File: src/rtl/stopctl_pkg.sv
package stopctl_pkg;

    localparam int WAKE_SRC_N = 4;

    typedef enum logic [1:0] {
        ST_RUN      = 2'd0,
        ST_STOPPING = 2'd1,
        ST_STOPPED  = 2'd2,
        ST_WAKING   = 2'd3
    } pwr_state_t;

    typedef struct packed {
        logic clr_core;
        logic clr_t16;
        logic clr_imask;
        logic nop;
        logic done;
    } ctl_pulse_t;

    function automatic logic osc_on(pwr_state_t s);
        return (s == ST_RUN) || (s == ST_WAKING);
    endfunction

    function automatic logic clocks_on(pwr_state_t s);
        return s == ST_RUN;
    endfunction

    function automatic logic wake_armed(pwr_state_t s);
        return (s == ST_STOPPING) || (s == ST_STOPPED);
    endfunction

endpackage

File: src/rtl/stopctl_wake_qual.sv
module stopctl_wake_qual #(
    parameter int NUM_SRC = 4
) (
    input  logic [NUM_SRC-1:0] src,
    input  logic [NUM_SRC-1:0] en,
    input  logic               armed,
    output logic               hit
);
    logic [NUM_SRC-1:0] qual;

    for (genvar i = 0; i < NUM_SRC; i++) begin : g_qual
        assign qual[i] = src[i] & en[i];
    end

    assign hit = armed & (|qual);
endmodule

File: src/rtl/stopctl_stab_cnt.sv
module stopctl_stab_cnt #(
    parameter int STAB_CYCLES = 16
) (
    input  logic clk,
    input  logic rst,
    input  logic active,
    output logic expire
);
    localparam int CW = (STAB_CYCLES < 2) ? 1 : $clog2(STAB_CYCLES);
    localparam logic [CW-1:0] LAST = CW'(STAB_CYCLES - 1);

    logic [CW-1:0] cnt;

    assign expire = active && (cnt == LAST);

    always_ff @(posedge clk) begin
        if (rst || !active) begin
            cnt <= '0;
        end else if (!expire) begin
            cnt <= cnt + 1'b1;
        end
    end
endmodule

File: src/rtl/stopctl_fsm.sv
module stopctl_fsm
    import stopctl_pkg::*;
(
    input  logic       clk,
    input  logic       rst,
    input  logic       stop_req,
    input  logic       stop_disable,
    input  logic       wake_hit,
    input  logic       stab_done,
    output pwr_state_t state,
    output ctl_pulse_t pulse
);
    pwr_state_t state_nx;
    logic       in_run;
    logic       accept;

    assign in_run = (state == ST_RUN);
    assign accept = in_run && stop_req && !stop_disable;

    always_comb begin
        pulse           = '0;
        pulse.clr_core  = accept;
        pulse.clr_t16   = accept;
        pulse.clr_imask = accept;
        pulse.nop       = in_run && stop_req && stop_disable;
        pulse.done      = (state == ST_WAKING) && stab_done;
    end

    always_comb begin
        state_nx = state;
        unique case (state)
            ST_RUN:      if (accept) state_nx = ST_STOPPING;
            ST_STOPPING: state_nx = wake_hit ? ST_WAKING : ST_STOPPED;
            ST_STOPPED:  if (wake_hit) state_nx = ST_WAKING;
            ST_WAKING:   if (stab_done) state_nx = ST_RUN;
            default:     state_nx = ST_RUN;
        endcase
    end

    always_ff @(posedge clk) begin
        if (rst) begin
            state <= ST_RUN;
        end else begin
            state <= state_nx;
        end
    end
endmodule

File: src/rtl/stopctl_top.sv
module stopctl_top
    import stopctl_pkg::*;
#(
    parameter int STAB_CYCLES = 16,
    parameter int NUM_PCLK    = 7
) (
    input  logic                  clk,
    input  logic                  rst_ext,
    input  logic                  rst_lv,
    input  logic                  stop_req,
    input  logic                  stop_disable,
    input  logic [WAKE_SRC_N-1:0] wake_src,
    input  logic [WAKE_SRC_N-1:0] wake_en,
    output logic                  osc_en,
    output logic                  cpu_clk_en,
    output logic [NUM_PCLK-1:0]   periph_clk_en,
    output logic                  clr_core_tmr,
    output logic                  clr_tim16,
    output logic                  clr_imask,
    output logic                  stop_nop,
    output logic                  wake_done,
    output logic [1:0]            state_o
);
    logic       rst_any;
    logic       wake_hit;
    logic       stab_done;
    pwr_state_t state;
    ctl_pulse_t pulse;

    assign rst_any = rst_ext | rst_lv;

    stopctl_wake_qual #(.NUM_SRC(WAKE_SRC_N)) u_qual (
        .src   (wake_src),
        .en    (wake_en),
        .armed (wake_armed(state)),
        .hit   (wake_hit)
    );

    stopctl_stab_cnt #(.STAB_CYCLES(STAB_CYCLES)) u_stab (
        .clk    (clk),
        .rst    (rst_any),
        .active (state == ST_WAKING),
        .expire (stab_done)
    );

    stopctl_fsm u_fsm (
        .clk          (clk),
        .rst          (rst_any),
        .stop_req     (stop_req),
        .stop_disable (stop_disable),
        .wake_hit     (wake_hit),
        .stab_done    (stab_done),
        .state        (state),
        .pulse        (pulse)
    );

    assign osc_en     = osc_on(state);
    assign cpu_clk_en = clocks_on(state);

    for (genvar p = 0; p < NUM_PCLK; p++) begin : g_pgate
        assign periph_clk_en[p] = clocks_on(state);
    end

    assign clr_core_tmr = pulse.clr_core;
    assign clr_tim16    = pulse.clr_t16;
    assign clr_imask    = pulse.clr_imask;
    assign stop_nop     = pulse.nop;
    assign wake_done    = pulse.done;
    assign state_o      = state;
endmodule

File: config.mk
export PLATFORM = sky130hd
export DESIGN_NAME = stopctl_top
export DESIGN_NICKNAME = d
export VERILOG_FILES = /design/src/rtl/stopctl_pkg.sv /design/src/rtl/stopctl_wake_qual.sv /design/src/rtl/stopctl_stab_cnt.sv /design/src/rtl/stopctl_fsm.sv /design/src/rtl/stopctl_top.sv
export SDC_FILE = /design/constraint.sdc
export NUM_CORES = 1
export LEC_CHECK = 0
export BUFFER_PORTS_ARGS = -buffer_cell sky130_fd_sc_hd__buf_4
export CORE_MARGIN = 2
export CORE_UTILIZATION = 37
export DETAILED_ROUTE_END_ITERATION = 10
export GPL_ROUTABILITY_DRIVEN = 0
export PLACE_DENSITY_LB_ADDON = 0.1
export SLEW_MARGIN = 30
export SYNTH_ARGS = -nofsm -noshare
export SYNTH_HDL_FRONTEND = slang
export SYNTH_SLANG_ARGS = --single-unit
File: constraint.sdc
create_clock -name clk -period 1.7 [get_ports clk]
set_clock_uncertainty 0.2 [all_clocks]
set_input_delay 0 -clock clk [delete_from_list [all_inputs] [get_ports clk]]
set_output_delay 0 -clock clk [all_outputs]
set_load 0.1 [all_outputs]
==> impl_metrics.csv, run 1 <==
group,metric,value,unit
run,drv_cap,0,
detailed_routing,wire_per_inst,11.4,um
placed_design,dp.cells,108,
synthesis,synthCells,59,
synthesis,synthAdderAreaFrac,0.152,
worst_setup_path,crit_type,"flop to flop",
die,die_w,40.5,um
placed_design,portBuffers,28,
sta,rsz0062_at_grt,"true",
cells_and_area,drive_gt1_frac,0.677,
detailed_routing,first_pass_iters,4,
detailed_routing,vias,553,
clock_tree,cts_tree,"yes",
worst_setup_path,crit_buf_inv,2,
sta,drv_slew,0,
sta,max_slew.worst_pin.slew,372,ps
die,initial_utilization,0.389,
worst_setup_path,slowest_delay,410,ps
clock_tree,cts_max_level,1,
clock_tree,clk_pin_slew,50,ps
die,die_area,1640,um^2
hold_path,hold_class,"primary input to flop",
status,violations,"setup timing",
power_and_ir_drop,p_per_area,634,nW/um^2
synthesis,synth.cell_area,493,um^2
global_route,grt_max_degree,12,
sta,slew_headroom,0.752,
sta,setup_viol,1,
die,die_y,40.5,um
global_route,grt_pass1_wl,1860,um
worst_setup_path,crit_family,"compound AO/OA/AOI/OAI gates",
detailed_routing,drc,0,
global_route,antenna_found_initial,0,
synthesis,synth-xor-area-share,0.0178,
status,status,"complete, but fails checks",
global_route,track_usage,0.176,
cells_and_area,mostFrequentLayoutCell,"buf_4",
detailed_routing,routed_via_density,4.85,
clock_tree,postCtsSetupRepairBufs,0,
detailed_routing,routed_wl,1300,um
sta,fin_crit_sh,1.08,
worst_setup_path,critical_path_arrival,1780,ps
placed_design,dp_hpwl,1030,um
synthesis,ys_warn_count,0,
detailed_routing,detail-route-antenna-nets,0,
synthesis,synth_compound_area_frac,0.178,
sta,max_freq,544,MHz
cells_and_area,syn2layout_area_growth,86.5,%
cells_and_area,final_core_util,0.725,
worst_setup_path,critical_path.cell_chain,"inv_4 -> ha_4 -> clkinvlp_4 -> a222oi_1 -> a31oi_1 -> a2111oi_2",
sta,min_period,1840,ps
clock_tree,clock_latency,250,ps
clock_tree,root_buffer,"clkbuf_4",
synthesis,ys_types,24,
detailed_routing,drtIter0Drc,9,
worst_setup_path,start_kind,"flop",
synthesis,synth.avg_cell_area,8.36,um^2
sta,fin_setup_tns,-140,ps
cells_and_area,final_cell_mix,"38 x buf_4, 5 x buf_6, 4 x nor2_1",
synthesis,synthMuxAreaShare,0.0203,
synthesis,syn-num-nets,78,
sta,fin_ws,-140,ps
clock_tree,clk_path_buf_depth,2,
worst_setup_path,path_max_fanout,3,
clock_tree,cts_buffers,3,
die,ioPinCount,29,
worst_setup_path,cpMaxStageDelayCell,"a222oi_1",
worst_setup_path,cp_data_required_time,1640,ps
synthesis,synth_top_family_by_area,"simple AND/OR/NAND/NOR gates",
clock_tree,cts_sinks,6,
die,core_region_area,1270,um^2
cells_and_area,n_antenna_cell,0,
worst_setup_path,end_kind,"flop",
synthesis,ys_ff_latch,6,
sta,final_hold_viol_count,0,
global_route,grt_pass1_vias,473,
cells_and_area,nets,119,
cells_and_area,layout.cells.non_filler,114,
power_and_ir_drop,total_power,0.583,mW
power_and_ir_drop,p_leak,0.400,nW
die,rows,13,
global_route,gr-total-overflow,0,
synthesis,synthSimpleGateAreaFrac,0.213,
synthesis,yosysSeqAreaShare,0.244,
power_and_ir_drop,vdd_drop_max,432,uV
==> sequential cells by signal, summed over array words and instances, names as in the netlist <==
| name | cells |
|---|---|
| u_stab.cnt | 4 |
| u_fsm.state | 2 |
==> through the flow <==
step / setup slack (ps) / hold slack [ps] / cell area (um^2)
6_report: -140 / 27.4 / 920
5_1_grt: -257 / 79.6 / 920
4_1_cts: -95.9 / 33.8 / 873
3_5_place_dp: -114 / -22.6 / 823
3_3_place_gp: -25.0 / -21.6 / 823
2_1_floorplan: -757 / -137 / 562
==> power breakdown <==
group          internal (mW)  leakage [nW]  switching [mW]
Combinational         0.0847         0.335           0.205
Clock                 0.0896        0.0150          0.0619
Sequential             0.140        0.0505         0.00153
==> timing repair <==
item                                    4_1_cts  5_1_grt
gates resized for setup                       1       11
hold endpoints to repair                      6        0
pin swaps                                     2        3
hold buffers                                  2        0
endpoints found under the setup margin        2        9
==> tightest hold or removal path: cells and delay by family <==
kind                   cells  cell delay (ps)
buffers and inverters      1              120
and+or+nand+nor            2              190
AOI/OAI and AO/OA          2              140
==> worst paths after layout <==
path,from,to,slack [ps],cells after the start
min reg2reg,u_stab.cnt[3],u_stab.cnt[2],330,2
max reg2reg,u_fsm.state[0],u_fsm.state[0],-140,6
min,stop_req,u_fsm.state[1],30,5
max,u_fsm.state[0],u_fsm.state[0],-140,6
==> cells in the mapped netlist <==
cell type  n  area [um^2]
nand3_1    3         15.0
nor2_1     6         22.5
inv_1      5         18.8
nor3b_1    1         7.51
or3_1      1         6.26
and2_2     1         7.51
nand3_2    1         10.0
buf_4      9         67.6
a222oi_1   1         10.0
a211oi_1   2         15.0
a21oi_1    1         5.00
a2111oi_2  1         15.0
a31oi_1    2         12.5
xnor2_1    1         8.76
or2_2      1         6.26
nand2b_1   1         6.26
mux2i_1    1         10.0
a22oi_1    3         22.5
nand2_1    2         7.51
nor3_1     2         10.0
a21o_1     1         7.51
and3_1     1         6.26
ha_1       6         75.1
dfxtp_1    6          120
==> cells by family (layout without fill, tap and decap cells) <==
logic type | count (synthesis) | count (layout)
simple gates | 20 | 20
buf+inv | 14 | 54
compound gates | 11 | 11
fa+ha+maj | 6 | 6
flops | 6 | 6
xor+xnor | 1 | 1
mux | 1 | 1
==> routing by layer <==
layer | track usage | wire length, um | up-vias
li1 | - | - | 280
met2 | 0.286 | 644 | 18
met1 | 0.204 | 571 | 255
met5 | 0 | 0 | -
met4 | 0.0250 | 0 | 0
met3 | 0.100 | 81 | 0
==> cell type report <==
class,instances,area (um^2)
Multi-Input combinational cell,39,357
Timing Repair Buffer,45,362
Inverter,5,27.5
Clock buffer,4,26.3
Sequential cell,6,129
Tap cell,15,18.8
Fill cell,111,349
Note: power is estimated with default switching activity, not from simulation.
==> run 2: changes to the inputs <==
CELL_PAD_IN_SITES_DETAIL_PLACEMENT = 1   (was unset)
CELL_PAD_IN_SITES_GLOBAL_PLACEMENT = 1   (was unset)
CORE_UTILIZATION = 25   (was 37)
==> run 2 against run 1 <==
The run still ends with setup timing left. Hold slack improved by 27 ps. Register-to-register slack improved by 20 ps. Non-clock buffer count grew 1. Sequential power hardly changed. Critical endpoint unchanged. Largest power group unchanged.
==> impl_metrics.csv, run 2 (synthesis results as in run 1) <==
group,metric,value,unit
run,drv_cap,0,
cells_and_area,final_core_util,0.488,
sta,fin_crit_sh,1.07,
worst_setup_path,end_kind,"flop",
cells_and_area,mostFrequentLayoutCell,"buf_4",
cells_and_area,drive_gt1_frac,0.670,
cells_and_area,syn2layout_area_growth,88.3,%
power_and_ir_drop,total_power,0.578,mW
die,die_area,2340,um^2
clock_tree,root_buffer,"clkbuf_4",
global_route,grt_pass1_wl,2620,um
die,die_y,48.4,um
die,ioPinCount,29,
cells_and_area,final_cell_mix,"42 x buf_4, 4 x nor2_1, 4 x dfxtp_1",
placed_design,portBuffers,28,
placed_design,dp_hpwl,1230,um
cells_and_area,reg.largest.list,"u_stab.cnt (4), u_fsm.state (2)",
die,rows,16,
cells_and_area,max_flop_register,"u_stab.cnt",
clock_tree,clk_path_buf_depth,2,
clock_tree,cts_max_level,1,
clock_tree,clk_pin_slew,50,ps
detailed_routing,drtIter0Drc,9,
sta,min_period,1820,ps
cells_and_area,largest_register_ffs,4,
sta,max_freq,549,MHz
detailed_routing,first_pass_iters,4,
worst_setup_path,critical_path_arrival,1760,ps
global_route,gr-total-overflow,0,
worst_setup_path,path_max_fanout,3,
die,die_w,48.4,um
detailed_routing,drc,0,
detailed_routing,routed_via_density,4.46,
power_and_ir_drop,p_per_area,622,nW/um^2
global_route,grt_max_degree,13,
global_route,grt_pass1_vias,589,
sta,hold_ws,54.6,ps
sta,slew_headroom,0.761,
global_route,antenna_found_initial,0,
status,violations,"setup timing",
worst_setup_path,cp_data_required_time,1640,ps
detailed_routing,routed_wl,1560,um
clock_tree,cts_sinks,6,
sta,drv_slew,0,
sta,setup_viol,1,
clock_tree,cts_tree,"yes",
cells_and_area,n_antenna_cell,0,
worst_setup_path,crit_type,"flop to flop",
power_and_ir_drop,p_leak,0.407,nW
clock_tree,clock_latency,250,ps
sta,fin_ws,-122,ps
sta,final_hold_viol_count,0,
detailed_routing,wire_per_inst,12.3,um
cells_and_area,nets,120,
detailed_routing,detail-route-antenna-nets,0,
clock_tree,postCtsSetupRepairBufs,0,
power_and_ir_drop,vdd_drop_max,271,uV
die,core_region_area,1900,um^2
global_route,track_usage,0.144,
sta,max_slew.worst_pin.slew,358,ps
detailed_routing,vias,566,
status,status,"complete, but fails checks",
sta,rsz0062_at_grt,"true",
clock_tree,cts_buffers,3,
hold_path,hold_class,"primary input to flop",
die,initial_utilization,0.259,
worst_setup_path,start_kind,"flop",
## run 2: changes by cell type in the layout (fill, tap and decap cells not counted)
cell,previous run,this run
buf_12,0,1
buf_4,38,42
buf_6,5,1
dfxtp_1,3,4
dfxtp_2,1,0
ha_2,1,2
ha_4,2,1
## run 2: critical path, stage by stage (launching register included)
cell	delay [ps]
dfxtp_4	350
inv_4	40
ha_4	270
clkinvlp_4	80
buf_4	130
a21oi_1	170
a211oi_1	120
a2111oi_2	350
## run 2: routing by layer
| layer | global-route usage | vias up | routed length (um) | share of wire |
|---|---|---|---|---|
| met3 | 0.0525 | 0 | 73 | 0.047 |
| met1 | 0.154 | 270 | 616 | 0.39 |
| met2 | 0.264 | 14 | 873 | 0.56 |
| li1 | - | 282 | - | - |
| met5 | 0 | - | 0 | 0 |
| met4 | 0.0429 | 0 | 0 | 0 |
## run 2: timing repair
action	4_1_cts	5_1_grt
endpoints found under the hold margin	6	0
pin swaps	2	0
hold buffers	2	0
gates resized for setup	1	8
endpoints found under the setup margin	1	6
## run 2: worst paths after layout
path | start | end | slack [ps] | cells past startpoint
max reg2reg | u_fsm.state[0] | u_fsm.state[0] | -120 | 7
min | stop_req | u_fsm.state[1] | 50 | 5
min reg2reg | u_stab.cnt[3] | u_stab.cnt[2] | 370 | 2
max | u_fsm.state[0] | u_fsm.state[0] | -120 | 7
## run 2: power by group
group / leakage [nW] / internal [mW] / switching (mW) / total [mW]
combinational: 0.342 / 0.0822 / 0.206 / 0.288
sequential: 0.0500 / 0.141 / 0.00163 / 0.142
clock: 0.0150 / 0.0893 / 0.0578 / 0.147
## run 2: final cells by class
type | count | area, um^2
Inverter | 5 | 27.5
Sequential cell | 6 | 128
Tap cell | 27 | 33.8
Clock buffer | 4 | 26.3
Timing Repair Buffer | 46 | 367
Fill cell | 223 | 973
Multi-Input combinational cell | 39 | 347
## run 2: per-stage QoR
step                      TNS [ps]  setup slack [ps]  instance area [um^2]  std cells
after floorplan              -1860              -757                   562         59
after global placement       -35.5             -35.5                   846        121
after detailed placement      -130              -130                   846        121
after CTS                     -113              -113                   895        127
after global routing          -190              -187                   928        127
final                         -122              -122                   928        127
